`src/rtl/exc_arb_pkg.sv`:
```
package exc_arb_pkg;

  localparam int CODE_W  = 12;
  localparam int VEC_W   = 12;
  localparam int NUM_RST = 3;
  localparam int NUM_GEN = 8;
  localparam int RST_IW  = $clog2(NUM_RST);
  localparam int GEN_IW  = $clog2(NUM_GEN);

  // general request bit positions (lower index wins)
  localparam int GI_BRK_PRE  = 0;
  localparam int GI_IFETCH   = 1;
  localparam int GI_ILL_GEN  = 2;
  localparam int GI_ILL_SLOT = 3;
  localparam int GI_DATA_ERR = 4;
  localparam int GI_TRAP     = 5;
  localparam int GI_BRK_POST = 6;
  localparam int GI_DMA_ERR  = 7;

  localparam logic [VEC_W-1:0] VEC_RESET = VEC_W'(12'h000);
  localparam logic [VEC_W-1:0] VEC_GEN   = VEC_W'(12'h100);
  localparam logic [VEC_W-1:0] VEC_IRQ   = VEC_W'(12'h600);

  typedef enum logic [1:0] {
    ACT_RESET  = 2'd0,
    ACT_HANDLE = 2'd1,
    ACT_IGNORE = 2'd2,
    ACT_HOLD   = 2'd3
  } act_e;

  typedef enum logic [1:0] {
    DISP_ABORT    = 2'd0,
    DISP_REEXEC   = 2'd1,
    DISP_COMPLETE = 2'd2,
    DISP_NONE     = 2'd3
  } disp_e;

  typedef struct packed {
    logic              valid;
    logic [CODE_W-1:0] code;
    logic [VEC_W-1:0]  vec;
    act_e              act;
    disp_e             disp;
    logic              is_irq;
    logic              is_dma;
  } sel_t;

  function automatic logic [CODE_W-1:0] rst_code(input logic [RST_IW-1:0] idx);
    case (idx)
      RST_IW'(0): rst_code = CODE_W'(12'hA00);
      RST_IW'(1): rst_code = CODE_W'(12'h020);
      default:    rst_code = CODE_W'(12'h000);
    endcase
  endfunction

  function automatic logic [CODE_W-1:0] gen_code(input logic [GEN_IW-1:0] idx,
                                                  input logic wr);
    case (int'(idx))
      GI_BRK_PRE:  gen_code = CODE_W'(12'h1E0);
      GI_IFETCH:   gen_code = CODE_W'(12'h0E0);
      GI_ILL_GEN:  gen_code = CODE_W'(12'h180);
      GI_ILL_SLOT: gen_code = CODE_W'(12'h1A0);
      GI_DATA_ERR: gen_code = wr ? CODE_W'(12'h100) : CODE_W'(12'h0E0);
      GI_TRAP:     gen_code = CODE_W'(12'h160);
      GI_BRK_POST: gen_code = CODE_W'(12'h1E0);
      default:     gen_code = CODE_W'(12'h5C0);
    endcase
  endfunction

  // events raised before or during execution repeat the instruction
  function automatic logic gen_reexec(input logic [GEN_IW-1:0] idx);
    gen_reexec = (int'(idx) <= GI_DATA_ERR);
  endfunction

  // breakpoint-type events are dropped while blocked
  function automatic logic gen_dropped(input logic [GEN_IW-1:0] idx);
    gen_dropped = (int'(idx) == GI_BRK_PRE) || (int'(idx) == GI_BRK_POST);
  endfunction

endpackage

```
`src/rtl/exc_prio_pick.sv`:
```
module exc_prio_pick #(
  parameter int N  = 8,
  parameter int IW = $clog2(N)
) (
  input  logic [N-1:0]  req,
  output logic          any,
  output logic [IW-1:0] idx
);
  logic [N:0]    seen;
  logic [IW-1:0] idx_ch [0:N];

  assign seen[0]   = 1'b0;
  assign idx_ch[0] = '0;

  for (genvar g = 0; g < N; g++) begin : g_chain
    assign seen[g+1]   = seen[g] | req[g];
    assign idx_ch[g+1] = (req[g] && !seen[g]) ? IW'(g) : idx_ch[g];
  end

  assign any = seen[N];
  assign idx = idx_ch[N];
endmodule

```
`src/rtl/exc_policy.sv`:
```
module exc_policy
  import exc_arb_pkg::*;
(
  input  logic              rst_any,
  input  logic [RST_IW-1:0] rst_idx,
  input  logic              gen_any,
  input  logic [GEN_IW-1:0] gen_idx,
  input  logic              dae_write,
  input  logic              bl,
  input  logic              irq_pend,
  input  logic [CODE_W-1:0] irq_code,
  output sel_t              nxt
);
  always_comb begin
    nxt      = '0;
    nxt.act  = ACT_RESET;
    nxt.disp = DISP_NONE;
    if (rst_any) begin
      nxt.valid = 1'b1;
      nxt.code  = rst_code(rst_idx);
      nxt.vec   = VEC_RESET;
      nxt.act   = ACT_RESET;
      nxt.disp  = DISP_ABORT;
    end else if (gen_any) begin
      nxt.valid  = 1'b1;
      nxt.code   = gen_code(gen_idx, dae_write);
      nxt.is_dma = (int'(gen_idx) == GI_DMA_ERR);
      if (!bl) begin
        nxt.act  = ACT_HANDLE;
        nxt.vec  = VEC_GEN;
        nxt.disp = gen_reexec(gen_idx) ? DISP_REEXEC : DISP_COMPLETE;
      end else if (gen_dropped(gen_idx)) begin
        nxt.act  = ACT_IGNORE;
        nxt.vec  = VEC_GEN;
        nxt.disp = DISP_COMPLETE;
      end else if (int'(gen_idx) == GI_DMA_ERR) begin
        nxt.act  = ACT_HOLD;
        nxt.vec  = VEC_GEN;
        nxt.disp = DISP_COMPLETE;
      end else begin
        nxt.act  = ACT_RESET;
        nxt.vec  = VEC_RESET;
        nxt.disp = DISP_ABORT;
      end
    end else if (irq_pend) begin
      nxt.valid  = 1'b1;
      nxt.code   = irq_code;
      nxt.vec    = VEC_IRQ;
      nxt.is_irq = 1'b1;
      nxt.act    = bl ? ACT_HOLD : ACT_HANDLE;
      nxt.disp   = DISP_COMPLETE;
    end
  end
endmodule

```
`src/rtl/exc_event_regs.sv`:
```
module exc_event_regs
  import exc_arb_pkg::*;
(
  input  logic              clk,
  input  logic              rst,
  input  sel_t              nxt,
  input  logic              accept,
  output sel_t              cur,
  output logic              dma_hold,
  output logic [CODE_W-1:0] expevt,
  output logic [CODE_W-1:0] intevt
);
  logic take;
  logic load_exp;
  logic load_int;
  logic hold_set;
  logic hold_clr;

  assign take     = accept && cur.valid;
  assign load_exp = take && !cur.is_irq &&
                    ((cur.act == ACT_RESET) || (cur.act == ACT_HANDLE));
  assign load_int = take && cur.is_irq && (cur.act == ACT_HANDLE);
  assign hold_set = nxt.valid && nxt.is_dma && (nxt.act == ACT_HOLD);
  assign hold_clr = take && cur.is_dma && (cur.act == ACT_HANDLE);

  always_ff @(posedge clk) begin
    if (rst) begin
      cur      <= '0;
      cur.disp <= DISP_NONE;
      dma_hold <= 1'b0;
      expevt   <= '0;
      intevt   <= '0;
    end else begin
      cur <= nxt;
      if (hold_set)      dma_hold <= 1'b1;
      else if (hold_clr) dma_hold <= 1'b0;
      if (load_exp) expevt <= cur.code;
      if (load_int) intevt <= cur.code;
    end
  end
endmodule

```
`src/rtl/exc_event_arbiter.sv`:
```
module exc_event_arbiter
  import exc_arb_pkg::*;
(
  input  logic               clk,
  input  logic               rst,
  input  logic [NUM_RST-1:0] rst_req,
  input  logic [NUM_GEN-1:0] gen_req,
  input  logic               dae_write,
  input  logic               bl,
  input  logic               irq_pend,
  input  logic [CODE_W-1:0]  irq_code,
  input  logic               accept,
  output logic               ev_valid,
  output logic               idle,
  output logic [CODE_W-1:0]  ev_code,
  output logic [VEC_W-1:0]   ev_vec,
  output logic [1:0]         ev_action,
  output logic [1:0]         ev_disp,
  output logic [CODE_W-1:0]  expevt,
  output logic [CODE_W-1:0]  intevt
);
  logic               dma_hold;
  logic [NUM_GEN-1:0] gen_eff;
  logic               rst_any;
  logic [RST_IW-1:0]  rst_idx;
  logic               gen_any;
  logic [GEN_IW-1:0]  gen_idx;
  sel_t               nxt;
  sel_t               cur;

  // a parked DMA error keeps competing in the general level
  always_comb begin
    gen_eff             = gen_req;
    gen_eff[GI_DMA_ERR] = gen_req[GI_DMA_ERR] | dma_hold;
  end

  exc_prio_pick #(.N(NUM_RST), .IW(RST_IW)) u_rst_pick (
    .req (rst_req),
    .any (rst_any),
    .idx (rst_idx)
  );

  exc_prio_pick #(.N(NUM_GEN), .IW(GEN_IW)) u_gen_pick (
    .req (gen_eff),
    .any (gen_any),
    .idx (gen_idx)
  );

  exc_policy u_policy (
    .rst_any   (rst_any),
    .rst_idx   (rst_idx),
    .gen_any   (gen_any),
    .gen_idx   (gen_idx),
    .dae_write (dae_write),
    .bl        (bl),
    .irq_pend  (irq_pend),
    .irq_code  (irq_code),
    .nxt       (nxt)
  );

  exc_event_regs u_regs (
    .clk      (clk),
    .rst      (rst),
    .nxt      (nxt),
    .accept   (accept),
    .cur      (cur),
    .dma_hold (dma_hold),
    .expevt   (expevt),
    .intevt   (intevt)
  );

  assign ev_valid  = cur.valid;
  assign idle      = !cur.valid;
  assign ev_code   = cur.code;
  assign ev_vec    = cur.vec;
  assign ev_action = cur.act;
  assign ev_disp   = cur.disp;
endmodule

```
`config.mk`:
```
export PLATFORM = sky130hd
export DESIGN_NAME = exc_event_arbiter
export DESIGN_NICKNAME = d
export VERILOG_FILES = /design/src/rtl/exc_arb_pkg.sv /design/src/rtl/exc_prio_pick.sv /design/src/rtl/exc_policy.sv /design/src/rtl/exc_event_regs.sv /design/src/rtl/exc_event_arbiter.sv
export SDC_FILE = /design/constraint.sdc
export NUM_CORES = 1
export LEC_CHECK = 0
export ABC_CLOCK_PERIOD_IN_PS = 6800
export BUFFER_PORTS_ARGS = -buffer_cell sky130_fd_sc_hd__buf_2
export CAP_MARGIN = 0
export CORE_MARGIN = 2
export CORE_UTILIZATION = 54
export DETAILED_ROUTE_END_ITERATION = 6
export HOLD_SLACK_MARGIN = 0.03
export PLACE_DENSITY = 0.86
export SLEW_MARGIN = 20
export SYNTH_ARGS = -nofsm -noshare
export SYNTH_HDL_FRONTEND = slang
export SYNTH_HIERARCHICAL = 1
export SYNTH_SLANG_ARGS = --single-unit
```
`constraint.sdc`:
```
create_clock -name clk -period 6.8 [get_ports clk]
set_input_delay 0.68 -clock clk [delete_from_list [all_inputs] [get_ports clk]]
set_output_delay 0.68 -clock clk [all_outputs]
set_load 0.03 [all_outputs]
```
==> results of run 1 <==
per-layer routing:
layer,vias to the layer above,wire (um),global-route usage (%)
li1,982,-,-
met1,845,2094,24.50
met2,64,2233,31.96
met3,6,293,4.906
met4,0,92,9.402
met5,-,0,0
power breakdown:
part | total, uW | internal (uW) | switching [uW]
clock | 183 | 83.2 | 99.4
sequential | 338 | 334 | 3.20
combinational | 63.2 | 24.1 | 39.1
total | 583 | 442 | 142
flip-flops by register name (all words and copies together) (netlist names):
name and flops:
u_regs/intevt 12, u_regs/cur 31, u_regs/expevt 12, u_regs/dma_hold 1
layout make-up:
cell class | count | area (sq um)
Clock buffer | 8 | 90.09
Fill cell | 374 | 1499
Inverter | 5 | 18.77
Multi-Input combinational cell | 175 | 1082
Sequential cell | 56 | 1121
Tap cell | 52 | 65.06
Timing Repair Buffer | 83 | 417.9
through the flow:
| step | total power [uW] | instance area [sq um] |
|---|---|---|
| final | 583.4 | 2795 |
| after global routing | 607.3 | 2795 |
| after CTS | 586.5 | 2790 |
| after detailed placement | 408.2 | 2700 |
| after global placement | 406.9 | 2700 |
| after floorplan | 391.4 | 2395 |
cells in the final DEF (no fill, tap or decap), types with 2 or more instances in the layout:
| master | synthesis | layout |
|---|---|---|
| or2_2 | 2 | 2 |
| nand4b_1 | 12 | 12 |
| and2b_1 | 2 | 2 |
| nor3b_1 | 4 | 4 |
| dfxtp_1 | 56 | 56 |
| clkbuf_8 | 0 | 6 |
| or3_1 | 2 | 2 |
| and2_1 | 5 | 5 |
| buf_2 | 1 | 82 |
| nor2b_1 | 31 | 31 |
| nand2b_1 | 15 | 15 |
| conb_1 | 1 | 9 |
| nand2_1 | 28 | 28 |
| o21ai_1 | 11 | 11 |
| clkbuf_1 | 7 | 2 |
| nor2_1 | 5 | 5 |
| a21oi_1 | 16 | 16 |
| inv_1 | 5 | 5 |
| o21ai_0 | 5 | 5 |
| a21o_1 | 3 | 3 |
| nand4bb_1 | 2 | 2 |
kinds of logic (layout without fill, tap and decap cells):
family | after synthesis | in the layout | share of synthesized area [%]
AO/OA/AOI/OAI | 48 | 48 | 12.59
buffers and inverters | 31 | 96 | 8.307
flip-flops | 56 | 56 | 47.41
multiplexers | 1 | 1 | 0.4762
other | 1 | 9 | 0.1586
AND/OR/NAND/NOR | 117 | 117 | 31.06
final timing paths:
path               startpoint               end  slack (ps)  depth (start not counted)
max                gen_req[7]    u_regs/cur[26]        4390                          8
min          u_regs/expevt[8]  u_regs/expevt[8]         460                          2
max reg2reg   u_regs/dma_hold    u_regs/cur[26]        4480                          7
min reg2reg  u_regs/expevt[8]  u_regs/expevt[8]         460                          2
critical path, cell delays in order:
cell and delay [ps]:
buf_2 90, or2_1 230, nor4_1 280, nand2_1 270
nor3b_2 700, a22oi_1 140, o21ai_1 120, nor2b_1 130
==> flow_metrics.env, run 1 <==
export IMPL_worstSkewPairLatency_ps=310
export IMPL_vias=1897
export IMPL_tritoncts="yes"
export IMPL_first_global_vias=1674
export IMPL_routed_via_density=5.005
export IMPL_clkTransAtPathRegs_ps=90
export IMPL_fin_worst_skew_ps=7.514
export IMPL_vdd_drop_max_v=0.0001269
export IMPL_ys_async_sr_fraction_pct=0
export IMPL_ys_ff_latch=56
export IMPL_timing_fmax_mhz=414.1
export IMPL_grt_pass1_wl_um=7576
export IMPL_placementRows=24
export IMPL_grt_usage_pct=19.69
export IMPL_synth_warnings=6
export IMPL_min_period_ps=2415
export IMPL_ctsResizeCount=0
export IMPL_powerDensity_mw_per_mm2=208.7
export IMPL_synth_common_cells="dfxtp_1 (56), nor2b_1 (31), nand2_1 (28), a21oi_1 (16)"
export IMPL_outcome="finished clean"
export IMPL_start_kind="input pin"
export IMPL_hold_violations=0
export IMPL_yosysTopAreaCell="dfxtp_1"
export IMPL_endpoint_kind="flop"
export IMPL_synth_flop_cell="dfxtp_1"
export IMPL_grt_overflow_total=0
export IMPL_drt_pass1_iterations=4
export IMPL_cts_buffer_depth=2
export IMPL_io_pins=83
export IMPL_synth_area_leaders="dfxtp_1 (47%), nor2b_1 (8.2%), buf_4 (4.8%), nand2_1 (4.4%), nand4b_1 (4.4%)"
export IMPL_die_h_um=70.18
export IMPL_gp_congestion=0.8504
export IMPL_antenna_cells=0
export IMPL_fin_tns_setup_ps=0
export IMPL_path_class="in -> reg"
export IMPL_cts_buffers=5
export IMPL_initial_core_util_pct=55.07
export IMPL_placedCellCount=371
export IMPL_cts_setup_buffers=0
export IMPL_dp_hpwl_um=3488
export IMPL_num_nets_final=355
export IMPL_drive_gt1_share_pct=30.89
export IMPL_cts_hold_buf=0
export IMPL_yosysMostFrequentCell="dfxtp_1"
export IMPL_cp_max_fo=15
export IMPL_rsz0062_at_grt="no"
export IMPL_numClockSinks=56
export IMPL_area_growth_pct=18.20
export IMPL_report_final_setup_viol=0
export IMPL_syn_area_sq_mm=0.002365
export IMPL_drtIter0Drc=180
export IMPL_die_w_um=70.18
export IMPL_tightest_slew_ps=943.7
export IMPL_pre_cts_slack_ps=3901
export IMPL_ys_seq_area_share_pct=47.41
export IMPL_syn_avg_cell_area_sq_um=9.310
export IMPL_antenna_found_initial=0
export IMPL_drt_wl_total_um=4713
export IMPL_drcViolationCount=0
export IMPL_p_leak_uw=0.001256
export IMPL_utilization_pct=65.09
export IMPL_maxCapViolations=0
export IMPL_cts_max_level=2
export IMPL_fin_cells=379
export IMPL_wire_per_inst_um=12.44
export IMPL_worst_slack_ps=4385
export IMPL_arrival_ps=2660
export IMPL_core_sq_mm=0.004294
export IMPL_drtAntennaViolNets=0
export IMPL_netlist_area_leader_share_pct=47.41
export IMPL_min_period_over_period_pct=35.51
export IMPL_ys_types=45
export IMPL_hp_class="reg -> reg"
export IMPL_worstPathRequired_ps=7040
export IMPL_slew_viol_final=0
export IMPL_whs_ps=455.4
export IMPL_synth_edff_count=0
export IMPL_grt_max_degree=69
export IMPL_dieArea_sq_mm=0.004925
export IMPL_io_buffer_count=82
export IMPL_slew_limit_headroom_pct=37.08
export IMPL_clockRootBuffer="clkbuf_8"
export IMPL_synthCells=254
(Power assumes the default switching activity.)
==> run 2: changes to the inputs <==
--- a/config.mk
+++ b/config.mk
@@ -5,14 +5,15 @@
 export SDC_FILE = /design/constraint.sdc
 export NUM_CORES = 1
 export LEC_CHECK = 0
-export ABC_CLOCK_PERIOD_IN_PS = 6800
+export ABC_AREA = 1
+export ABC_CLOCK_PERIOD_IN_PS = 2200
 export BUFFER_PORTS_ARGS = -buffer_cell sky130_fd_sc_hd__buf_2
 export CAP_MARGIN = 0
 export CORE_MARGIN = 2
-export CORE_UTILIZATION = 54
+export CORE_UTILIZATION = 46
 export DETAILED_ROUTE_END_ITERATION = 6
 export HOLD_SLACK_MARGIN = 0.03
-export PLACE_DENSITY = 0.86
+export PLACE_DENSITY = 0.77
 export SLEW_MARGIN = 20
 export SYNTH_ARGS = -nofsm -noshare
 export SYNTH_HDL_FRONTEND = slang
==> constraint.sdc (replaced) <==
create_clock -name clk -period 2.2 [get_ports clk]
set_input_delay 0.22 -clock clk [delete_from_list [all_inputs] [get_ports clk]]
set_output_delay 0.22 -clock clk [all_outputs]
set_load 0.03 [all_outputs]
==> run 2 against run 1 <==
Compared with the run above:
- cell area is 7.1% higher
- synthesized area is 6.6% higher
- critical endpoint is now u_regs/dma_hold
- sequential share of layout area is 2.6 points lower
- critical path depth is 2 higher
- critical path type is now reg -> reg
- largest cell class unchanged
==> flow_metrics.env, run 2 <==
export IMPL_timing_fmax_mhz=559.8
export IMPL_tightest_slew_ps=838.7
export IMPL_worstSkewPairLatency_ps=300
export IMPL_largest_reg_flops=31
export IMPL_worstPathRequired_ps=2450
export IMPL_regMostFlops="u_regs/cur"
export IMPL_numClockSinks=56
export IMPL_cts_buffer_depth=2
export IMPL_io_buffer_count=82
export IMPL_hold_depth=5
export IMPL_vias=2332
export IMPL_cts_hold_buf=0
export IMPL_io_pins=83
export IMPL_ff2ff_path_depth=10
export IMPL_rr_startpoint="u_regs/dma_hold"
export IMPL_fin_worst_skew_ps=4.204
export IMPL_die_w_um=78.02
export IMPL_dp_hpwl_um=4120
export IMPL_drcViolationCount=0
export IMPL_first_global_vias=2260
export IMPL_endpoint_kind="flop"
export IMPL_ys_ff_latch=56
export IMPL_cp_max_fo=5
export IMPL_outcome="finished clean"
export IMPL_maxCapViolations=0
export IMPL_dieArea_sq_mm=0.006086
export IMPL_netlist_area_leader_share_pct=44.49
export IMPL_arrival_ps=2040
export IMPL_synth_flop_cell="dfxtp_1"
export IMPL_clkTransAtPathRegs_ps=90
export IMPL_cts_buffers=5
export IMPL_fin_tns_setup_ps=0
export IMPL_grt_overflow_total=0
export IMPL_hp_class="in -> reg"
export IMPL_cts_max_level=2
export IMPL_report_final_setup_viol=0
export IMPL_yosysMostFrequentCell="nor2_1"
export IMPL_min_period_over_period_pct=81.20
export IMPL_ys_async_sr_fraction_pct=0
export IMPL_synth_common_cells="nor2_1 (96), inv_1 (72), nand2_1 (64), dfxtp_1 (56), nand3_1 (35)"
export IMPL_clockRootBuffer="clkbuf_8"
export IMPL_synthCells=380
export IMPL_initial_core_util_pct=48.41
export IMPL_synth_warnings=6
export IMPL_slew_viol_final=0
export IMPL_min_period_ps=1786
export IMPL_start_kind="flop"
export IMPL_placementRows=26
export IMPL_ys_types=21
export IMPL_drt_wl_total_um=5405
export IMPL_area_growth_pct=18.77
export IMPL_r2r_end="u_regs/dma_hold"
export IMPL_slew_limit_headroom_pct=43.78
export IMPL_hold_path_end="u_regs/cur[22]"
export IMPL_gp_congestion=0.8689
export IMPL_hold_path_startpoint="irq_code[4]"
export IMPL_layout_common_cells="nor2_1 (96), buf_2 (82), inv_1 (72)"
export IMPL_path_class="reg -> reg"
export IMPL_rsz0062_at_grt="no"
export IMPL_yosysTopAreaCell="dfxtp_1"
export IMPL_grt_usage_pct=18.69
export IMPL_hold_violations=0
export IMPL_powerDensity_mw_per_mm2=626.2
export IMPL_grt_pass1_wl_um=9328
export IMPL_synth_area_leaders="dfxtp_1 (44%), nor2_1 (14%), inv_1 (11%), nand2_1 (9.5%), nand3_1 (7.0%)"
export IMPL_wire_per_inst_um=10.26
export IMPL_ctsResizeCount=0
export IMPL_antenna_found_initial=0
export IMPL_power_total_uw=1874
export IMPL_tritoncts="yes"
export IMPL_ys_seq_area_share_pct=44.49
export IMPL_r2r_slack_ps=410
export IMPL_cts_setup_buffers=0
export IMPL_drtIter0Drc=118
export IMPL_vdd_drop_max_v=0.0003532
export IMPL_routed_via_density=4.425
export IMPL_antenna_cells=0
export IMPL_biggestRegsByFlops="u_regs/cur: 31 flops, u_regs/expevt: 12 flops, u_regs/intevt: 12 flops"
export IMPL_grt_max_degree=32
export IMPL_die_h_um=78.02
export IMPL_drt_pass1_iterations=4
export IMPL_core_sq_mm=0.005205
export IMPL_p_leak_uw=0.001593
export IMPL_synth_edff_count=0
export IMPL_num_nets_final=485
export IMPL_drive_gt1_share_pct=23.63
export IMPL_layout_commonest_cell="nor2_1"
export IMPL_syn_avg_cell_area_sq_um=6.631
export IMPL_syn_area_sq_mm=0.002520
export IMPL_drtAntennaViolNets=0
run 2: kinds of logic (layout without fill, tap and decap cells):
| kind of cell | after synthesis | in the layout | synth area share, % |
|---|---|---|---|
| compound gates | 12 | 12 | 2.631 |
| buf+inv | 98 | 167 | 17.18 |
| flops | 56 | 56 | 44.49 |
| other cells | 1 | 9 | 0.1488 |
| simple gates | 213 | 213 | 35.55 |
run 2: metrics by stage:
| step | cell area (sq um) | util, % | setup slack, ps | cells | hold WS [ps] |
|---|---|---|---|---|---|
| after detailed placement | 2908 | 55.87 | 435.4 | 519 | 453.8 |
| after global routing | 2993 | 57.50 | 99.07 | 527 | 210.1 |
| after floorplan | 2550 | - | 625.7 | 388 | 302.7 |
| after CTS | 2993 | 57.50 | 426.3 | 527 | 192.0 |
| final | 2993 | 57.50 | 413.6 | 527 | 199.5 |
| after global placement | 2908 | 55.87 | 453.6 | 519 | 450.8 |
run 2: power breakdown:
part | leakage [uW] | switching [uW] | internal (uW)
logic | 0.00109 | 185 | 84.0
clock network | 0.0000424 | 319 | 228
registers | 0.000458 | 12.8 | 1040
run 2: cell type report:
cell class,count,area (sq um)
Sequential cell,56,1121
Clock inverter,1,8.758
Fill cell,551,2212
Multi-Input combinational cell,234,996.0
Inverter,76,285.3
Timing Repair Buffer,83,417.9
Tap cell,70,87.58
Clock buffer,7,76.32
run 2: critical path: stages (launching register included):
cell     delay [ps]
dfxtp_1         350
inv_1            40
nand2_1         100
inv_1            60
a41oi_1         390
inv_1           160
nand2_1         140
nand3_1         120
a21oi_1         190
nand4_1         110
nand2_1          70
run 2: worst max-delay path by stage:
stage	startpoint	end	slack, ps	depth (start not counted)
global route	u_regs/dma_hold	u_regs/dma_hold	100	10
detailed placement	gen_req[1]	u_regs/dma_hold	440	10
global placement	gen_req[1]	u_regs/dma_hold	450	10
finish	u_regs/dma_hold	u_regs/dma_hold	410	10
CTS	u_regs/dma_hold	u_regs/dma_hold	430	10
floorplan	u_regs/dma_hold	u_regs/cur[3]	630	10
run 2: metal layers:
layer	GRT usage (%)	vias up	part of all wire [%]
met5	0	-	0
li1	-	1248	-
met4	5.965	0	0.19
met1	21.64	1002	45
met3	4.368	2	7.2
met2	33.97	80	47
